===== src/rtl/twi_sclk_pkg.sv =====
package twi_sclk_pkg;
  typedef enum logic {
    LVL_LOW  = 1'b0,
    LVL_HIGH = 1'b1
  } sclk_level_e;
endpackage


===== src/rtl/twi_sclk_len.sv =====
// Turns the configuration word into the cycle count of each phase.
module twi_sclk_len #(
  parameter int DIV_W   = 8,
  parameter int EXP_W   = 3,
  parameter int EXP_MAX = 7,
  parameter int OFFSET  = 4,
  parameter int LEN_W   = 16
) (
  input  logic [2*DIV_W+EXP_W-1:0] cfg,
  output logic [LEN_W-1:0]         len_low,
  output logic [LEN_W-1:0]         len_high
);
  localparam int PAD_W = LEN_W - DIV_W;

  logic [EXP_W-1:0] exp_field;
  logic [EXP_W-1:0] exp_eff;
  logic [LEN_W-1:0] len_arr [2];

  assign exp_field = cfg[2*DIV_W +: EXP_W];

  // Saturate the exponent at the largest legal value
  always_comb begin
    if (int'(exp_field) > EXP_MAX) exp_eff = EXP_W'(EXP_MAX);
    else                           exp_eff = exp_field;
  end

  // Index 0 is the low phase, index 1 is the high phase
  for (genvar p = 0; p < 2; p++) begin : g_phase
    logic [DIV_W-1:0] div;
    assign div        = cfg[p*DIV_W +: DIV_W];
    assign len_arr[p] = ({{PAD_W{1'b0}}, div} << exp_eff) + LEN_W'(OFFSET);
  end

  assign len_low  = len_arr[0];
  assign len_high = len_arr[1];
endmodule


===== src/rtl/twi_sclk_ctr.sv =====
// Phase counter and level register.
module twi_sclk_ctr
  import twi_sclk_pkg::*;
#(
  parameter int LEN_W = 16
) (
  input  logic             clk,
  input  logic             rst_n,
  input  logic             hold,
  input  logic [LEN_W-1:0] len_low,
  input  logic [LEN_W-1:0] len_high,
  output logic             level,
  output logic             tgl
);
  sclk_level_e      lvl_q;
  logic [LEN_W-1:0] cnt_q;
  logic [LEN_W-1:0] len_q;
  logic             arm_q;
  logic             tgl_q;
  logic             last;

  assign last = (cnt_q + 1'b1) == len_q;

  always_ff @(posedge clk) begin
    if (!rst_n) begin
      lvl_q <= LVL_HIGH;
      cnt_q <= '0;
      len_q <= '0;
      arm_q <= 1'b1;
      tgl_q <= 1'b0;
    end else begin
      tgl_q <= 1'b0;
      if (arm_q) begin
        // First cycle after reset: load the high-phase length
        len_q <= len_high;
        cnt_q <= '0;
        arm_q <= 1'b0;
      end else if (hold && lvl_q == LVL_LOW) begin
        // Clock held low: count and level frozen
        cnt_q <= cnt_q;
      end else if (last) begin
        // Phase boundary: switch level and load the next length
        cnt_q <= '0;
        tgl_q <= 1'b1;
        if (lvl_q == LVL_HIGH) begin
          lvl_q <= LVL_LOW;
          len_q <= len_low;
        end else begin
          lvl_q <= LVL_HIGH;
          len_q <= len_high;
        end
      end else begin
        cnt_q <= cnt_q + 1'b1;
      end
    end
  end

  assign level = (lvl_q == LVL_HIGH);
  assign tgl   = tgl_q;

  // the count stays inside the loaded phase length
  a_r2_count_in_range: assert property (@(posedge clk) disable iff (!rst_n)
    !arm_q |-> (cnt_q < len_q));

  // a held low phase keeps its count and stays low
  a_r7_frozen_when_held: assert property (@(posedge clk) disable iff (!rst_n)
    (hold && lvl_q == LVL_LOW && !arm_q) |=> ($stable(cnt_q) && lvl_q == LVL_LOW));

  // hold does not stretch a high phase before its last cycle
  a_r8_high_runs_on: assert property (@(posedge clk) disable iff (!rst_n)
    (hold && lvl_q == LVL_HIGH && !arm_q && !last) |=> (lvl_q == LVL_HIGH));

  // the strobe comes only with a level change
  a_r9_strobe_has_change: assert property (@(posedge clk) disable iff (!rst_n)
    tgl_q |-> (lvl_q != $past(lvl_q)));

  // every level change comes with the strobe
  a_r9_change_has_strobe: assert property (@(posedge clk) disable iff (!rst_n)
    (lvl_q != $past(lvl_q)) |-> tgl_q);
endmodule


===== src/rtl/twi_sclk_gen.sv =====
module twi_sclk_gen #(
  parameter int DIV_W   = 8,
  parameter int EXP_W   = 3,
  parameter int EXP_MAX = 7,
  parameter int OFFSET  = 4,
  localparam int CFG_W  = 2*DIV_W + EXP_W,
  localparam int LEN_W  = DIV_W + EXP_MAX + 1
) (
  input  logic             clk,
  input  logic             rst_n,
  input  logic [CFG_W-1:0] cfg_word,
  input  logic             hold,
  output logic             scl_o,
  output logic             phase_tgl_o
);
  logic [LEN_W-1:0] len_low;
  logic [LEN_W-1:0] len_high;

  twi_sclk_len #(
    .DIV_W  (DIV_W),
    .EXP_W  (EXP_W),
    .EXP_MAX(EXP_MAX),
    .OFFSET (OFFSET),
    .LEN_W  (LEN_W)
  ) u_len (
    .cfg     (cfg_word),
    .len_low (len_low),
    .len_high(len_high)
  );

  twi_sclk_ctr #(
    .LEN_W(LEN_W)
  ) u_ctr (
    .clk     (clk),
    .rst_n   (rst_n),
    .hold    (hold),
    .len_low (len_low),
    .len_high(len_high),
    .level   (scl_o),
    .tgl     (phase_tgl_o)
  );

  // right after reset the clock idles high with no strobe
  a_r1_idle_high: assert property (@(posedge clk)
    !rst_n |=> (scl_o && !phase_tgl_o));
endmodule


===== config.mk =====
export PLATFORM = sky130hd
export DESIGN_NAME = twi_sclk_gen
export DESIGN_NICKNAME = d
export VERILOG_FILES = /design/src/rtl/twi_sclk_pkg.sv /design/src/rtl/twi_sclk_len.sv /design/src/rtl/twi_sclk_ctr.sv /design/src/rtl/twi_sclk_gen.sv
export SDC_FILE = /design/constraint.sdc
export NUM_CORES = 1
export LEC_CHECK = 0
export BUFFER_PORTS_ARGS = -buffer_cell sky130_fd_sc_hd__buf_2
export CORE_ASPECT_RATIO = 1.4
export CORE_MARGIN = 8
export CORE_UTILIZATION = 44
export DETAILED_ROUTE_END_ITERATION = 8
export PLACE_DENSITY = 0.61
export SLEW_MARGIN = 5
export SYNTH_ARGS = -nofsm -noshare
export SYNTH_HDL_FRONTEND = slang
export SYNTH_SLANG_ARGS = --single-unit

===== constraint.sdc =====
create_clock -name clk -period 2.4 [get_ports clk]
set_input_delay 0.12 -clock clk [delete_from_list [all_inputs] [get_ports clk]]
set_output_delay 0.12 -clock clk [all_outputs]
set_load 0.05 [all_outputs]

Word-level counts from Yosys, hierarchy flattened:

Cells that the tools add are included.

* output and inout bits: 2
* input bits: 22
* bits in registers: 35
* word-level logic and storage cells: 30
* bits in latches: 0
* memory bits (read-only): 0
* memory bits (writable): 0
* memories: 0

* equality and inequality tests: 2
* mux-type cells: 8
* add/subtract/negate cells: 3
* magnitude comparators: 0
* multipliers: 0
* reduce and logical (&&, ||, !) cells: 6
* shift operators: 2
* bitwise gates (word level): 4
* divide/modulo/power cells: 0

Operators with widths (count)
* $mux W16: 5
* $add A16 B3 Y16 const B: 2
* $shl A8 B3 Y16: 2
* $add A16 B1 Y16 const B: 1
* $eq A16 B16 Y1: 1
* $not A1 Y1: 4
* $mux W1: 3
* $reduce_and A3 Y1: 1
* $reduce_or A3 Y1: 1
* $ne A2 B1 Y1 const B: 1
* $reduce_and A2 Y1: 1
* $reduce_bool A2 Y1: 1
* $reduce_or A2 Y1: 1
* $logic_and A1 B1 Y1: 1

Longest topological paths before layout:

Gate-level depths: netlist of the first run.

* word-level depth: 6
* depth in mapped cells: 15
* gate-level depth less buffers: 11

By module:

From an unflattened synthesis of the first run, not the netlist that was laid out.

* cell total of the unflattened synthesis: 443
* area, all modules: 3553.4 µm²

Modules (own cells, without submodules)
* twi_sclk_ctr: cells an instance 270, seq. area each 700.7 µm², times used 1, area an instance 2303.5 µm²
* twi_sclk_len: cells an instance 173, seq. area each 0.0 µm², times used 1, area an instance 1249.9 µm²

Worst setup path after synthesis of the first run:

No wires, ideal clock.

* path type: input -> register
* from: input port cfg_word[16]
* to: register u_ctr.len_q[10]
* stages: 13
* buffers on the path: 4
* arrival: 2.437 ns
* path slack: -0.128 ns
* data required time: 2.309 ns
* library setup time: 0.091 ns
* cell sequence: buf_4 buf_6 buf_6 buf_4 mux2i_1 a211oi_1 ha_1 or4b_1 a21oi_1 nand3_1 xor2_1 nand2_1 a311oi_1

* cells in the longest elaborated chain, start to end: 6
* elaborated cells between the ends (all ways): 8
* those cells by class: 2 x add/sub; 2 x shift; 4 x mux

RTL lines
* start, declared: line twi_sclk_gen.sv:11 `input logic [CFG_W-1:0] cfg_word,`
* $shl A8 B3 Y16: line twi_sclk_len.sv:31 `assign len_arr[p] = ({{PAD_W{1'b0}}, div} << exp_eff) + LEN_W'(OFFSET);`
* $add A16 B3 Y16: line twi_sclk_len.sv:31
* $mux W16: line twi_sclk_ctr.sv:45 `if (lvl_q == LVL_HIGH) begin`
* $mux W16: line twi_sclk_ctr.sv:41 `end else if (last) begin`
* $mux W16: line twi_sclk_ctr.sv:38 `end else if (hold && lvl_q == LVL_LOW) begin`
* $mux W16 (*): line twi_sclk_ctr.sv:33 `if (arm_q) begin`
* end signal, assigned: line twi_sclk_ctr.sv:35 `len_q <= len_high;`
* end signal, assigned: line twi_sclk_ctr.sv:47 `len_q <= len_low;`
* end signal, assigned: line twi_sclk_ctr.sv:50 `len_q <= len_high;`
* end, declared: line twi_sclk_ctr.sv:17 `logic [LEN_W-1:0] len_q;`

Every way passes the cells marked *; elsewhere a longest branch is shown, timed or not. The select of a mux whose other input is x is not followed.
A chain may end at the register's enable or synchronous reset.

Worst setup path after layout of the first run:

* from: register u_ctr.cnt_q[0]
* to: register u_ctr.cnt_q[12]

* cells in the longest elaborated chain, start to end: 3

RTL lines
* start, declared: line twi_sclk_ctr.sv:16 `logic [LEN_W-1:0] cnt_q;`
* start signal, assigned: line twi_sclk_ctr.sv:40 `cnt_q <= cnt_q;`
* start signal, assigned: line twi_sclk_ctr.sv:53 `cnt_q <= cnt_q + 1'b1;`
* $add A16 B1 Y16 (*): line twi_sclk_ctr.sv:22, twi_sclk_ctr.sv:53
* $eq A16 B16 Y1: line twi_sclk_ctr.sv:22 `assign last = (cnt_q + 1'b1) == len_q;`
* $mux W16 (*): line twi_sclk_ctr.sv:41

Every way passes the cells marked *; elsewhere a longest branch is shown, timed or not.

==> results of run 1 <==
-- cell families after synthesis --
family | after synthesis | share of synthesized area, %
buffers and inverters | 43 | 6.627
and+or+nand+nor | 167 | 25.91
muxes | 50 | 18.12
xor gates and xnor gates | 25 | 6.168
adders and majority gates | 3 | 1.058
DFF | 35 | 19.74
AOI/OAI and AO/OA | 106 | 22.38
-- repair_timing --
action / 4_1_cts / 5_1_grt
resized for setup: 1 / 29
setup buffers: 0 / 4
pin swaps: 0 / 10
endpoints found under the setup margin: 1 / 32
cloned: 0 / 1
-- synthesized netlist by cell type (all sizes together) (3+ instances only) --
cell / n
a22oi: 11
nand3: 23
a21oi: 11
a32oi: 3
nand2: 51
and2: 14
a41oi: 5
inv: 8
o21ai: 14
and3: 10
xor2: 10
mux2i: 26
o31ai: 12
clkbuf: 12
nor2b: 8
o211ai: 8
a211oi: 13
and4: 3
o2111ai: 3
mux4: 10
nand2b: 9
buf: 21
nor4: 7
ha: 3
xnor2: 15
nor2: 13
mux2: 14
nand4: 14
dfxtp: 35
a311oi: 3
nor3: 4
-- stage by stage --
| stage | TNS, ns | total power (W) | util (%) | std cells | instance area, um2 |
|---|---|---|---|---|---|
| 3_5_place_dp | -0.3668 | 0.001150 | 51.30 | 580 | 4105 |
| 3_3_place_gp | -0.3017 | 0.001150 | 51.30 | 580 | 4105 |
| 4_1_cts | 0 | 0.001835 | 53.27 | 588 | 4263 |
| 6_report | 0 | 0.001851 | 55.16 | 593 | 4414 |
| 2_1_floorplan | -0.08779 | 0.0009738 | - | 429 | 3600 |
| 5_1_grt | -0.09263 | 0.001926 | 55.16 | 593 | 4414 |
-- worst max-delay path, delay by kind of cell, from the launching register on --
kind | cells | cell delay [ns]
AOI/OAI and AO/OA | 4 | 0.62
adders and majority gates | 1 | 0.20
buffers and inverters | 3 | 0.55
DFF | 1 | 0.33
and+or+nand+nor | 2 | 0.47
-- power groups by stage --
stage                     clock network (W)  registers, W  logic (W)
after floorplan                           0      0.000633   0.000341
after global placement                    0      0.000639   0.000511
after detailed placement                  0      0.000640   0.000511
after CTS                          0.000693      0.000627   0.000515
after global routing               0.000716      0.000629   0.000582
final                              0.000688      0.000626   0.000538
-- how the worst min path moves through the flow --
stage,from,to,cells past startpoint
finish,hold,u_ctr.cnt_q[1],3
global route,hold,u_ctr.cnt_q[1],3
CTS,hold,u_ctr.cnt_q[1],3
detailed placement,hold,u_ctr.cnt_q[1],3
global placement,hold,u_ctr.cnt_q[1],3
floorplan,rst_n,u_ctr.arm_q,1
-- metal layers --
| metal | wire length, um | track usage, % | share of wire [%] |
|---|---|---|---|
| met2 | 5861 | 36.68 | 54 |
| met4 | 480 | 11.12 | 4.4 |
| met3 | 301 | 2.142 | 2.8 |
| met5 | 0 | 0 | 0 |
| met1 | 4226 | 19.59 | 39 |
-- state kept, by name (all words and copies together) (netlist names) --
signal / count
u_ctr.len_q: 16
u_ctr.tgl: 1
u_ctr.level: 1
u_ctr.arm_q: 1
u_ctr.cnt_q: 16
-- cell usage in the layout (no fill, tap or decap), types with 14 or more instances in the layout --
cell type | netlist | final
buf_4 | 7 | 58
nand2_1 | 50 | 49
dfxtp_1 | 35 | 30
mux2i_1 | 26 | 26
buf_2 | 8 | 24
nand3_1 | 22 | 20
nand4_1 | 14 | 14
xnor2_1 | 15 | 14
-- area by class of cell --
class / count / area share (%)
Timing Repair Buffer: 87 / 14.65
Sequential cell: 35 / 16.13
Tap cell: 102 / 2.891
Clock buffer: 8 / 3.543
Multi-Input combinational cell: 351 / 61.93
Inverter: 10 / 0.8503
==> impl_metrics.json, run 1 <==
{
  "status": "completed",
  "worstSetupPathType": "flop to flop",
  "worst_slack_ns": 0.09954,
  "critPathLaunch": "u_ctr.cnt_q[0]",
  "total_leakage_power_nw": 1.721,
  "htreeDepth": 2,
  "die_w_um": 91.91,
  "vias": 3640,
  "postCtsHoldBufs": 0,
  "worstPathArrival_ns": 2.46,
  "ys.flop_type": "dfxtp_1",
  "port-buffer-count": 23,
  "synth_top_cell_by_area": "dfxtp_1",
  "ys_seq_elements": 35,
  "switching_share_pct": 30.12,
  "synthTopCellsByArea": "dfxtp_1 (20%), mux2i_1 (7.3%), mux4_2 (6.3%)",
  "slew_headroom_pct": 33.85,
  "io_pins": 24,
  "start_kind": "flop",
  "synth_cells": 429,
  "drcViolationCount": 0,
  "hold_violations": 0,
  "synth_edf_count": 0,
  "grt_max_degree": 23,
  "diodes": 0,
  "path_cells": "ha_1, buf_4, a22o_1, a2bb2oi_1, nor4_4, buf_4, nand4_1, buf_2, a22oi_1, o31ai_1",
  "syn_area_mm2": 0.003550,
  "ir_drop_uv": 320.4,
  "gp_congestion": 0.9056,
  "grt_use_total_pct": 19.18,
  "cpMaxStageDelayCell": "dfxtp_2",
  "r2r.worst_path.cells": 10,
  "drt_iter0_drc": 158,
  "clockBufferDepth": 2,
  "clkPwrFrac_pct": 37.1,
  "wl_um": 10870,
  "period_share_pct": 95.85,
  "grt_pass1_wl_um": 17580,
  "avgSynthCellArea_um2": 8.274,
  "clk_pin_slew_ns": 0.06,
  "pwr-share-seq_pct": 33.8,
  "r2r_slack_ns": 0.1,
  "clk-insertion-delay-late_ns": 0.28,
  "async_reset_ff_share_pct": 0,
  "register_area_um2": 711.9,
  "core_area_mm2": 0.008003,
  "synth_cell_types": 72,
  "multi_input_area_mm2": 0.002734,
  "fmax_mhz": 434.7,
  "grt_pass1_vias": 3675,
  "antenna_found_initial": 0,
  "ys.warnings.count": 0,
  "layout-drive-gt1-share_pct": 31.57,
  "drt-wirelength-per-cell_um": 18.33,
  "die_height_um": 122.3,
  "place_ws_ns": -0.1374,
  "cp_max_fo": 7,
  "hpwl_um": 8496,
  "cts_root_buf": "clkbuf_16",
  "area_delta_synth_final_pct": 24.36,
  "initial_core_util_pct": 44.36,
  "fill_cells": 790,
  "cpMostUsedCell": "buf_4",
  "postRouteAntennaNets": 0,
  "period_needed_ns": 2.300,
  "reg2reg_to": "u_ctr.cnt_q[12]",
  "finClkSkew_ns": 0.005763,
  "max_stage_delay_ns": 0.33,
  "drv_cap": 0,
  "grt_overflow_total": 0,
  "vias_per_cell": 6.138,
  "synth_fp_nets": 454,
  "cts_tree": "built",
  "powerDensity_mw_per_mm2": 419.3,
  "dr.pass1.iters": 4,
  "required_ns": 2.56,
  "pwr-share-comb_pct": 29.0,
  "layout.nets": 515,
  "synth_sequential_area_ratio_pct": 19.74,
  "setup_viol": 0,
  "endpoint_kind": "flop",
  "hold_ws_ns": 0.1174,
  "clkSinkCount": 35,
  "netlist.area_leader.share_pct": 19.74,
  "r2r_start": "u_ctr.cnt_q[0]",
  "worst_pin_slew_ns": 0.9886,
  "slew_violations": 0,
  "power.internal_w": 0.001293,
  "rows": 39,
  "holdCritPathClass": "primary input to flop",
  "cts_buffers": 5,
  "power_switching_w": 0.0005576,
  "die_area_mm2": 0.01124,
  "setup.worst_path.end": "u_ctr.cnt_q[12]"
}
Power figures use the tool's default switching activity.
==> run 2: changes to the inputs <==
ABC_CLOCK_PERIOD_IN_PS = 2400   (was unset)
CORE_MARGIN = 2   (was 8)
SETUP_SLACK_MARGIN = 0.5   (was unset)
==> impl_metrics.json, run 2 (synthesis gave the netlist of run 1 again) <==
{
  "cts_buffers": 5,
  "cp.depth": 11,
  "postRouteAntennaNets": 0,
  "cp_top_family": "simple AND/OR/NAND/NOR gates",
  "grt_use_total_pct": 26.53,
  "clk_pin_slew_ns": 0.07,
  "wl_um": 10920,
  "layout.nets": 536,
  "reg.largest.list": "u_ctr.cnt_q (16), u_ctr.len_q (16)",
  "clockBufferDepth": 2,
  "hold_violations": 0,
  "final_common_cell": "buf_4",
  "slew_headroom_pct": 25.55,
  "grt_max_degree": 18,
  "fill_cells": 736,
  "holdCritPathClass": "primary input to flop",
  "final_cell_mix": "buf_4 (78), nand2_1 (49), dfxtp_1 (27)",
  "htreeDepth": 2,
  "vias_per_cell": 5.990,
  "grt-busiest-layer": "met2",
  "die_w_um": 79.91,
  "clkSinkCount": 35,
  "status": "completed",
  "die_height_um": 110.3,
  "grt_setup_unrepaired": "yes",
  "cts_root_buf": "clkbuf_8",
  "io_pins": 24,
  "drcViolationCount": 0,
  "worstPathArrival_ns": 2.52,
  "required_ns": 2.58,
  "grt_util_met1_pct": 27.04,
  "grt_use_met3_pct": 2.687,
  "antenna_found_initial": 0,
  "rows": 38,
  "period_share_pct": 97.57,
  "ir_drop_uv": 179.0,
  "drv_cap": 0,
  "worst_slack_ns": 0.05836,
  "dr.pass1.iters": 5,
  "endpoint_kind": "flop",
  "finClkSkew_ns": 0.009244,
  "cp_max_fo": 8,
  "stdcell_count": 612,
  "die_area_mm2": 0.008812,
  "port-buffer-count": 23,
  "setup_viol": 0,
  "slew_violations": 0,
  "grt_overflow_total": 0,
  "period_needed_ns": 2.342,
  "fin_area_mm2": 0.004587,
  "vias": 3666,
  "clk-insertion-delay-late_ns": 0.30,
  "met2_usage_pct": 50.36,
  "critPathBufInv": 3,
  "powerDensity_mw_per_mm2": 351.6,
  "grt_pass1_wl_um": 18180,
  "drt-wirelength-per-cell_um": 17.85,
  "worstSetupPathType": "flop to flop",
  "initial_core_util_pct": 45.52,
  "gp_congestion": 0.8986,
  "cpMaxStageDelayCell": "dfxtp_4",
  "drt_iter0_drc": 125,
  "place_area_mm2": 0.004202,
  "fmax_mhz": 427.1,
  "total_leakage_power_nw": 1.825,
  "max_stage_delay_ns": 0.39,
  "area_delta_synth_final_pct": 29.22,
  "cts_tree": "built",
  "place_inst": 587,
  "start_kind": "flop",
  "place_ws_ns": -0.05064,
  "layout-drive-gt1-share_pct": 35.94,
  "hpwl_um": 8522,
  "r2r.worst_path.cells": 11,
  "path_cells": "ha_4, and4_4, nand4_1, xnor2_1, buf_4, nor4_4, nand4_1, o211ai_2, buf_4, buf_12, o311ai_1",
  "worst_pin_slew_ns": 1.113,
  "diodes": 0,
  "core_area_mm2": 0.007797,
  "hold_depth": 3,
  "grt_pass1_vias": 3745
}
run 2: cell count changes in the layout (fill, tap and decap cells not counted), moves of 3 or more:
cell / delta
o31ai_2: +3
clkbuf_16: -5
dfxtp_1: -3
buf_4: +20
o31ai_1: -4
clkbuf_8: +3
run 2: worst paths after layout:
path                   startpoint         endpoint  slack, ns
setup / recovery   u_ctr.cnt_q[0]   u_ctr.cnt_q[6]       0.06
hold / removal               hold   u_ctr.cnt_q[1]       0.09
setup reg to reg   u_ctr.cnt_q[0]   u_ctr.cnt_q[6]       0.06
hold reg to reg   u_ctr.len_q[12]  u_ctr.len_q[12]       0.48
run 2: report_power, final:
part	switching [W]	total (W)	internal, W
registers	0.0000276	0.000628	0.000600
logic	0.000293	0.000570	0.000277
clock network	0.000217	0.000415	0.000198
run 2: metrics by stage:
stage          hold WS [ns]  setup TNS (ns)  power [W]  utilization [%]
4_1_cts             0.08476               0   0.001608            58.23
2_1_floorplan        0.2660        -0.07138  0.0009903                -
6_report            0.09351               0   0.001613            58.83
5_1_grt             0.09873         -0.4328   0.001704            58.83
3_3_place_gp         0.3997         -0.1283   0.001150            53.88
3_5_place_dp         0.3987         -0.4826   0.001155            53.88
run 2: worst min-delay path, stage by stage:
cell and delay (ns):
buf_2 0.11, nand3b_1 0.07, a21oi_1 0.06
run 2: timing repair:
action | 4_1_cts | 5_1_grt
setup endpoints to repair | 34 | 34
pin swaps | 10 | 4
buffers inserted | 13 | 2
gates resized for setup | 27 | 6
cloned | 2 | 0
hold buffers | 0 | 0
run 2: layer usage:
layer,wire (um),up-vias
li1,-,1806
met1,4046,1712
met2,5854,105
met3,360,43
met4,661,0
met5,0,-
run 2: area by class of cell:
type / instances / area, um2 / share of cell area (%)
timing repair buffer: 108 / 834.6 / 18.19
tap: 100 / 125.1 / 2.728
multi-input combinational: 351 / 2791 / 60.86
clock inverter: 2 / 7.507 / 0.1637
clock buffer: 6 / 72.57 / 1.582
inverter: 10 / 37.54 / 0.8183
sequential: 35 / 718.2 / 15.66
==> run 3: changes to the inputs <==
--- a/constraint.sdc
+++ b/constraint.sdc
@@ -3,2 +3,2 @@
 set_output_delay 0.12 -clock clk [all_outputs]
-set_load 0.05 [all_outputs]
+set_load 0.01 [all_outputs]
==> impl_metrics.json, run 3 (synthesis gave the netlist of run 1 again) <==
{
  "critPathBufInv": 3,
  "drt-wirelength-per-cell_um": 19.54,
  "diodes": 0,
  "drt_iter0_drc": 250,
  "hp-start": "hold",
  "postRouteAntennaNets": 0,
  "status": "finished with violations",
  "required_ns": 2.57,
  "pwr-share-comb_pct": 34.0,
  "powerDensity_mw_per_mm2": 390.2,
  "max_stage_delay_ns": 0.40,
  "layout.nets": 553,
  "final_cell_mix": "buf_4 (80), nand2_1 (49), dfxtp_1 (26)",
  "rows": 38,
  "clk_pin_slew_ns": 0.09,
  "grt_max_degree": 18,
  "area_delta_synth_final_pct": 40.47,
  "layout-drive-gt1-share_pct": 42.91,
  "die_height_um": 110.3,
  "worstSetupPathType": "flop to flop",
  "stdcell_count": 629,
  "wl_um": 12290,
  "period_needed_ns": 2.444,
  "finClkSkew_ns": 0.01920,
  "grt_overflow_total": 0,
  "worst_pin_slew_ns": 1.128,
  "drv_cap": 0,
  "ir_drop_uv": 536.5,
  "drcViolationCount": 0,
  "setup_viol": 14,
  "worstPathArrival_ns": 2.62,
  "start_kind": "flop",
  "multi_input_area_mm2": 0.002905,
  "critPathLaunch": "u_ctr.cnt_q[1]",
  "grt_setup_unrepaired": "yes",
  "pwr-share-seq_pct": 32.3,
  "vias": 3919,
  "period_share_pct": 101.8,
  "cts_buffers": 5,
  "hpwl_um": 8451,
  "antenna_found_initial": 0,
  "initial_core_util_pct": 45.52,
  "register_area_um2": 724.4,
  "clk-insertion-delay-late_ns": 0.31,
  "violations": "negative setup slack",
  "cp_top_family": "simple AND/OR/NAND/NOR gates",
  "core_area_mm2": 0.007797,
  "cp_max_fo": 8,
  "vias_per_cell": 6.231,
  "fmax_mhz": 409.1,
  "power.internal_w": 0.001346,
  "dr.pass1.iters": 5,
  "endpoint_kind": "flop",
  "utilization_pct": 63.94,
  "place_inst": 584,
  "holdCritPathClass": "primary input to flop",
  "clkPwrFrac_pct": 33.7,
  "cts_tree": "built",
  "fill_cells": 649,
  "port-buffer-count": 23,
  "worst_slack_ns": -0.04416,
  "grt_pass1_vias": 3893,
  "place_ws_ns": -0.08000,
  "die_area_mm2": 0.008812,
  "slew_violations": 0,
  "power_switching_w": 0.0005998,
  "die_w_um": 79.91,
  "reg.largest.list": "u_ctr.cnt_q (16), u_ctr.len_q (16)",
  "final_common_cell": "buf_4",
  "switching_share_pct": 30.83,
  "htreeDepth": 2,
  "grt_use_total_pct": 27.56,
  "r2r_start": "u_ctr.cnt_q[1]",
  "cpMaxStageDelayCell": "dfxtp_4",
  "gp_congestion": 0.9120,
  "total_leakage_power_nw": 1.985,
  "clockBufferDepth": 2,
  "grt_pass1_wl_um": 18910,
  "slew_headroom_pct": 24.54,
  "path_cells": "ha_4, and4_4, nand4_1, xnor2_2, buf_4, nor4_4, nand4_1, o211ai_2, buf_4, buf_12, o311ai_1",
  "cts_root_buf": "clkbuf_8",
  "io_pins": 24,
  "hold_violations": 0,
  "hold_ws_ns": 0.1023,
  "clkSinkCount": 35
}
run 3: changes by cell type in the layout (fill, tap and decap cells not counted), moves of 4 or more:
cell / delta
o31ai_1: +4
a211oi_1: -6
buf_6: +10
a211oi_2: +6
run 3: worst paths after layout:
path / cells past startpoint / to / slack, ns
setup / recovery: 11 / u_ctr.cnt_q[6] / -0.04
hold / removal: 3 / u_ctr.cnt_q[1] / 0.10
setup reg to reg: 11 / u_ctr.cnt_q[6] / -0.04
hold reg to reg: 2 / u_ctr.len_q[14] / 0.48
run 3: final cells by class:
type | count | share of cell area (%)
timing repair buffer | 125 | 21.20
sequential | 35 | 14.53
tap | 100 | 2.509
inverter | 10 | 0.7528
multi-input combinational | 351 | 58.27
clock buffer | 5 | 1.380
clock inverter | 3 | 1.355
run 3: per-layer routing:
layer  part of all wire, %  up-vias  wire length [um]  track usage [%]
met2                    53      159              6473            50.71
met1                    36     1872              4476            28.78
met5                     0        -                 0                0
met3                   3.8       47               469            2.606
li1                      -     1841                 -                -
met4                   7.1        0               870            19.98
run 3: power by group through the flow:
stage / Combinational [W] / Sequential [W] / Clock [W]
after floorplan: 0.000357 / 0.000631 / 0
after global placement: 0.000512 / 0.000641 / 0
after detailed placement: 0.000514 / 0.000641 / 0
after CTS: 0.000577 / 0.000628 / 0.000654
after global routing: 0.000706 / 0.000630 / 0.000683
final: 0.000661 / 0.000629 / 0.000656
run 3: tightest hold or removal path, stage by stage:
cell and delay, ns:
buf_2 0.11, nand3b_1 0.09, a21oi_2 0.06
run 3: through the flow:
stage	power (W)	area [um2]	TNS [ns]
6_report	0.001946	4986	-0.2541
3_5_place_dp	0.001155	4192	-0.3495
2_1_floorplan	0.0009887	3681	-0.07139
3_3_place_gp	0.001153	4192	-0.1999
4_1_cts	0.001859	4780	0
5_1_grt	0.002018	4986	-3.141
run 3: what timing repair did:
item | CTS | global route
cloned | 3 | 1
resized for setup | 47 | 27
hold buffers | 0 | 0
buffers inserted | 26 | 7
setup endpoints to repair | 34 | 34
pin swaps | 21 | 8
